## config.mk

```make
export PLATFORM = sky130hd
export DESIGN_NAME = bitskew_net
export DESIGN_NICKNAME = d
export VERILOG_FILES = /design/src/rtl/skew_pkg.sv /design/src/rtl/skew_lane.sv /design/src/rtl/skew_bank.sv /design/src/rtl/bitskew_net.sv
export SDC_FILE = /design/constraint.sdc
export NUM_CORES = 1
export LEC_CHECK = 0
export ABC_AREA = 1
export BUFFER_PORTS_ARGS = -buffer_cell sky130_fd_sc_hd__buf_2
export CAP_MARGIN = 20
export CELL_PAD_IN_SITES_DETAIL_PLACEMENT = 0
export CELL_PAD_IN_SITES_GLOBAL_PLACEMENT = 1
export CORE_MARGIN = 8
export CORE_UTILIZATION = 52
export CTS_CLUSTER_DIAMETER = 100
export DETAILED_ROUTE_END_ITERATION = 16
export PLACE_DENSITY_LB_ADDON = 0.05
export SYNTH_ARGS = -nofsm -noshare
export SYNTH_HDL_FRONTEND = slang
export SYNTH_SLANG_ARGS = --single-unit
```

## constraint.sdc

```tcl
create_clock -name clk -period 0.8 [get_ports clk]
set_input_delay 0.08 -clock clk [delete_from_list [all_inputs] [get_ports clk]]
set_output_delay 0.08 -clock clk [all_outputs]
set_load 0.01 [all_outputs]
```

## src/rtl/skew_pkg.sv

```systemverilog
package skew_pkg;

    typedef enum logic {
        MODE_SKEW   = 1'b0,
        MODE_DESKEW = 1'b1
    } skew_mode_e;

    // Number of register stages in a given lane.
    function automatic int unsigned lane_delay(
        input int unsigned lane,
        input int unsigned width,
        input skew_mode_e  mode
    );
        if (mode == MODE_SKEW) begin
            return lane;
        end
        return width - 1 - lane;
    endfunction

    // Index of the lane that carries no register.
    function automatic int unsigned pass_lane(
        input int unsigned width,
        input skew_mode_e  mode
    );
        return (mode == MODE_SKEW) ? 0 : width - 1;
    endfunction

    // Total flop count of the triangle.
    function automatic int unsigned triangle_flops(input int unsigned width);
        return (width * (width - 1)) / 2;
    endfunction

endpackage

```

## src/rtl/skew_lane.sv

```systemverilog
module skew_lane #(
    parameter int unsigned DEPTH = 1
) (
    input  logic clk,
    input  logic rst_n,
    input  logic din,
    output logic dout
);
    localparam int unsigned AW = $clog2(DEPTH + 1);

    logic [DEPTH-1:0] chain;

    always_ff @(posedge clk or negedge rst_n) begin
        if (!rst_n) begin
            chain <= '0;
        end else begin
            chain[0] <= din;
            for (int j = 1; j < int'(DEPTH); j++) begin
                chain[j] <= chain[j-1];
            end
        end
    end

    assign dout = chain[DEPTH-1];

    // Edges seen since reset release, saturating at DEPTH; used by checks.
    logic [AW-1:0] age;

    always_ff @(posedge clk or negedge rst_n) begin
        if (!rst_n) begin
            age <= '0;
        end else if (age != AW'(DEPTH)) begin
            age <= age + 1'b1;
        end
    end

    AST_FILL_ZERO: assert property (@(posedge clk) disable iff (!rst_n)
        (age < AW'(DEPTH)) |-> (dout == 1'b0));

    AST_LANE_EMPTY: assert property (@(posedge clk) disable iff (!rst_n)
        $rose(rst_n) |-> (chain == '0));

    AST_OCCUPANCY_STEP: assert property (@(posedge clk) disable iff (!rst_n)
        (($countones(chain) <= $past($countones(chain)) + 1) &&
         ($past($countones(chain)) <= $countones(chain) + 1)));

    generate
        if (DEPTH == 1) begin : g_unit
            AST_UNIT_DELAY: assert property (@(posedge clk) disable iff (!rst_n)
                (age == AW'(DEPTH)) |-> (dout == $past(din)));
        end
    endgenerate

endmodule

```

## src/rtl/skew_bank.sv

```systemverilog
module skew_bank
    import skew_pkg::*;
#(
    parameter int unsigned WIDTH = 32,
    parameter skew_mode_e  MODE  = MODE_SKEW
) (
    input  logic             clk,
    input  logic             rst_n,
    input  logic [WIDTH-1:0] din,
    output logic [WIDTH-1:0] dout
);
    localparam int unsigned FLOPS = triangle_flops(WIDTH);
    localparam int unsigned ZLANE = pass_lane(WIDTH, MODE);

    generate
        for (genvar k = 0; k < int'(WIDTH); k++) begin : g_lane
            localparam int unsigned D = lane_delay(k, WIDTH, MODE);
            if (D == 0) begin : g_pass
                assign dout[k] = din[k];
            end else begin : g_reg
                skew_lane #(.DEPTH(D)) u_lane (
                    .clk  (clk),
                    .rst_n(rst_n),
                    .din  (din[k]),
                    .dout (dout[k])
                );
            end
        end
    endgenerate

    initial begin
        if (FLOPS == 0 || ZLANE >= WIDTH) begin
            $display("skew_bank: WIDTH must be at least 2");
        end
    end

endmodule

```

## src/rtl/bitskew_net.sv

```systemverilog
module bitskew_net
    import skew_pkg::*;
#(
    parameter int unsigned WIDTH = 32,
    parameter skew_mode_e  MODE  = MODE_SKEW
) (
    input  logic             clk,
    input  logic             rst_n,
    input  logic [WIDTH-1:0] din,
    output logic [WIDTH-1:0] dout
);
    skew_bank #(
        .WIDTH(WIDTH),
        .MODE (MODE)
    ) u_bank (
        .clk  (clk),
        .rst_n(rst_n),
        .din  (din),
        .dout (dout)
    );

endmodule

```

-- Word level (Yosys, flattened, before mapping)
Cells that the tools add are included.
- shifts and indexed selects: 0
- reduce and logical (&&, ||, !) cells: 0
- eq/ne operators: 0
- $add $sub $neg: 0
- order comparisons: 0
- bitwise logic cells: 0
- divide/modulo/power cells: 0
- multiplexer cells: 0
- $mul: 0
- bits in latches: 0
- memory bits (read-only): 0
- logic and storage cells: 31
- bits in registers: 496
- output and inout port bits: 32
- memories kept: 0
- bits in writable memories: 0

-- Depth between registers and ports, before layout
- depth in word-level cells: 0
- gate-level depth with buffers: 1

-- By module
Synthesis repeated with hierarchy kept, for this count alone.
- cell total of the unflattened synthesis: 497
- area, all modules: 12419.4 um^2
- by module, submodules not included (module ; cells each ; sequential area each (um^2) ; instances ; area an instance (um^2)):
    skew_lane at u_bank.g_lane[31].g_reg.u_lane ; 31 ; 775.7 ; 1 ; 775.7
    skew_lane at u_bank.g_lane[30].g_reg.u_lane ; 30 ; 750.7 ; 1 ; 750.7
    skew_lane at u_bank.g_lane[29].g_reg.u_lane ; 29 ; 725.7 ; 1 ; 725.7
    skew_lane at u_bank.g_lane[28].g_reg.u_lane ; 28 ; 700.7 ; 1 ; 700.7
    skew_lane at u_bank.g_lane[27].g_reg.u_lane ; 27 ; 675.6 ; 1 ; 675.6
    skew_lane at u_bank.g_lane[26].g_reg.u_lane ; 26 ; 650.6 ; 1 ; 650.6
    skew_lane at u_bank.g_lane[25].g_reg.u_lane ; 25 ; 625.6 ; 1 ; 625.6
    skew_lane at u_bank.g_lane[24].g_reg.u_lane ; 24 ; 600.6 ; 1 ; 600.6
    skew_lane at u_bank.g_lane[23].g_reg.u_lane ; 23 ; 575.6 ; 1 ; 575.6
    skew_lane at u_bank.g_lane[22].g_reg.u_lane ; 22 ; 550.5 ; 1 ; 550.5
    skew_lane at u_bank.g_lane[21].g_reg.u_lane ; 21 ; 525.5 ; 1 ; 525.5
    skew_lane at u_bank.g_lane[20].g_reg.u_lane ; 20 ; 500.5 ; 1 ; 500.5
    skew_lane at u_bank.g_lane[19].g_reg.u_lane ; 19 ; 475.5 ; 1 ; 475.5
    skew_lane at u_bank.g_lane[18].g_reg.u_lane ; 18 ; 450.4 ; 1 ; 450.4
    +18 rows ; -- ; -- ; -- ; --

-- Least setup slack after synthesis
OpenSTA, ideal clock, no wires.
- kind: flip-flop to output port
- start point: register u_bank.g_lane[10].g_reg.u_lane.chain[9]
- end point: output port dout[10]
- cell stages (with the launch flop): 2
- setup slack: 0.253 ns
- arrival time: 0.467 ns
- cells stage by stage: dfrtp_1 buf_4
- RTL lines (item ; RTL line ; source):
    from (decl) ; skew_lane.sv:11 ; logic [DEPTH-1:0] chain;
    from (signal, indexed assignment) ; skew_lane.sv:19 ; chain[j] <= chain[j-1];
    to (decl) ; bitskew_net.sv:10 ; output logic [WIDTH-1:0] dout
No word-level cell between the ends.

-- Worst setup path after layout
- start point: register u_bank.g_lane[26].g_reg.u_lane.chain[25]
- end point: output port dout[26]
- RTL lines (item ; RTL line):
    from (decl) ; skew_lane.sv:11
    from (signal, indexed assignment) ; skew_lane.sv:19
No word-level cell between the ends.

==> impl_metrics.csv <==
group,metric,value,unit
worst_setup_path,cp_cell_sequence,"buf_2",
global_route,grt_max_degree,70,
clock_network,cts.sinks,496,
worst_setup_path,slowest_delay,360,ps
clock_network,htree_levels,2,
yosys,synth_nets,562,
routing,vias_per_cell,4.23,
pwr,p_sw,9.05,mW
finish,drive_gt1_frac,0.219,
floorplan,ioPinCount,66,
finish,multiInputGateArea,0,sq um
clock_network,cts_made_buffers,46,
run_status,status,"complete, but fails checks",
placed_design,gp_congestion,0.681,
timing,setup_violations,31,
worst_setup_path,timing.reg2reg.setup_slack,310,ps
floorplan,die_area,0.0296,sq mm
clock_network,clockBufferDepth,3,
pwr,seqPwrFrac,0.556,
hold_path,hold_path.class,"input port to async pin",
pwr,p_int,38.9,mW
worst_setup_path,reg2reg_from,"u_bank.g_lane[10].g_reg.u_lane.chain[7]",
timing,max_freq,906,MHz
yosys,syn_avg_cell_area,24.0,sq um
yosys,yosysWarnings,0,
routing,drt_wl_total,12.6,mm
routing,drc_errors,0,
clock_network,ctsHoldBuffers,32,
worst_setup_path,critPathMaxFanout,1,
pwr,p_total,47.9,mW
pwr,swShare,0.189,
floorplan,fp.dieW,172,um
yosys,yosys-top-cells-area,"dfrtp_1 (98%), buf_4 (1.9%)",
timing,final_max_slew_viol_count,0,
pwr,pwr_density_cell,3150,mW/mm^2
floorplan,chipHeight,172,um
timing,layout_setup_ws,-304,ps
finish,nMultiInputCombCells,0,
clock_network,root_buffer,"clkbuf_16",
finish,fillers,1681,
floorplan,start_util,0.525,
pwr,p_comb_frac,0.019,
timing,rsz0062_at_grt,"true",
routing,ant_nets,0,
timing,whs,-6.71,ps
floorplan,core,0.0241,sq mm
placed_design,dp_hpwl,6.74,mm
floorplan,fp-row-count,57,
placed_design,dp_slack,235,ps
pwr,p_clk_frac,0.425,
worst_setup_path,worstPathArrival,1020,ps
timing,worst_slew_pin_slew,346,ps
routing,drtPass1Iterations,3,
timing,finClkSkew,10.9,ps
worst_setup_path,crit_slowest_cell,"dfrtp_1",
pwr,p_leak,7.03,nW
global_route,grt_antenna_before_repair,0,
flow_run,maxCapViolCount,0,
routing,post_drt_wl_per_cell,12.4,um
placed_design,portBuffers,63,
yosys,seq_area_frac_synth,0.981,
worst_setup_path,start_kind,"register",
routing,vias,4286,
routing,dr.first_iter.drc_count,182,
yosys,synth_cell_type_count,2,
pwr,ir_drop,1.90,mV
yosys,ys_seq_elements,496,
clock_network,clkLatencyLatePin,530,ps
finish,syn_to_final_growth,20.2,%
global_route,gr-usage-all-layers,0.0951,
clock_network,cts_tree,"yes",
worst_setup_path,path_class,"register to primary output",
finish,final_common_cell,"dfrtp_1",
timing,finalHoldViolCount,6,
yosys,syn_area,0.0127,sq mm
worst_setup_path,reg2reg_depth,0,
worst_setup_path,cp.required,720,ps
global_route,grt_pass1_vias,4846,
timing,fin_crit,1100,ps
placed_design,dp_cells,903,
worst_setup_path,rr_endpoint,"u_bank.g_lane[10].g_reg.u_lane.chain[8]",
finish,fin_nets,693,
finish,mostFrequentLayoutCells,"dfrtp_1 (496), buf_2 (60), clkbuf_16 (46), dlygate4sd3_1 (32), clkbuf_8 (14)",
finish,final_cells,1014,
worst_setup_path,critPathCaptureType,"primary output",
yosys,syn_inst,528,
global_route,grt.overflow.total,0,
run_status,violations,"hold timing, setup timing",
yosys,synth_top_area_share,0.981,
clock_network,clk_pin_slew_worst_paths,60,ps
worst_setup_path,cp_top_family,"flip-flops",
timing,maxSlewHeadroom,0.769,
yosys,yosys.area.top_type,"dfrtp_1",
timing,min_period_over_period,1.38,
finish,final_util,0.631,
clock_network,post_cts_buffers,0,
finish,n_antenna_cell,0,
global_route,grt_pass1_wl,22.7,mm
worst_setup_path,cp_num_buf_inv,1,
==> stage by stage <==
stage / cell area, sq um / setup TNS [ps]
after CTS: 15200 / -9990
after detailed placement: 13400 / 0
final: 15200 / -8860
after floorplan: 12700 / 0
after global placement: 13400 / 0
after global routing: 15200 / -10410
==> metal layers <==
metal  GRT usage  up-vias  wire length (um)
met5           0        -                 0
met4      0.0480        0               425
met3      0.0311       33               861
met2       0.141      105              5690
met1       0.127     2282              5580
li1            -     1866                 -
==> power groups by stage <==
stage,registers (mW),clock network (mW),logic [mW]
2_1_floorplan,27.0,0,0.163
3_3_place_gp,27.0,0,0.813
3_5_place_dp,27.1,0,0.851
4_1_cts,26.7,21.2,0.972
5_1_grt,26.8,22.3,1.07
6_report,26.7,20.4,0.922
==> cells by family (layout without fill, tap and decap cells) <==
kind of cell,Yosys count,count (layout),share of synthesized area
DFF,496,496,0.981
buffers and inverters,32,194,0.0190
==> cells in the mapped netlist, drive strengths merged <==
cell     n
buf     32
dfrtp  496
==> worst max path at each step <==
stage / from / to / slack (ps) / depth (start not counted)
2_1_floorplan: u_bank.g_lane[10].g_reg.u_lane.chain[9] / dout[10] / 250 / 1
3_3_place_gp: u_bank.g_lane[10].g_reg.u_lane.chain[9] / dout[10] / 250 / 1
3_5_place_dp: u_bank.g_lane[24].g_reg.u_lane.chain[23] / dout[24] / 230 / 1
4_1_cts: u_bank.g_lane[24].g_reg.u_lane.chain[23] / dout[24] / -350 / 1
5_1_grt: u_bank.g_lane[24].g_reg.u_lane.chain[23] / dout[24] / -360 / 1
6_report: u_bank.g_lane[26].g_reg.u_lane.chain[25] / dout[26] / -300 / 1
==> repair_timing <==
action                     in CTS  in global routing
hold endpoints to repair      527                  6
cloned                          0                  0
gates resized for setup         0                  2
setup endpoints to repair      31                 31
==> registers in the layout, indices dropped and copies added (netlist names) <==
| register | cells |
|---|---|
| u_bank.g_lane.g_reg.u_lane.chain | 495 |
| u_bank.g_lane.g_reg.u_lane.dout | 1 |
==> area by class of cell <==
type                  count  area [sq um]  area share
Clock buffer             71          1390      0.0911
Timing Repair Buffer    115           921      0.0605
Sequential cell         496         12400       0.816
Tap cell                324           405      0.0267
Clock inverter            8          86.3     0.00568
(Power assumes the default switching activity.)
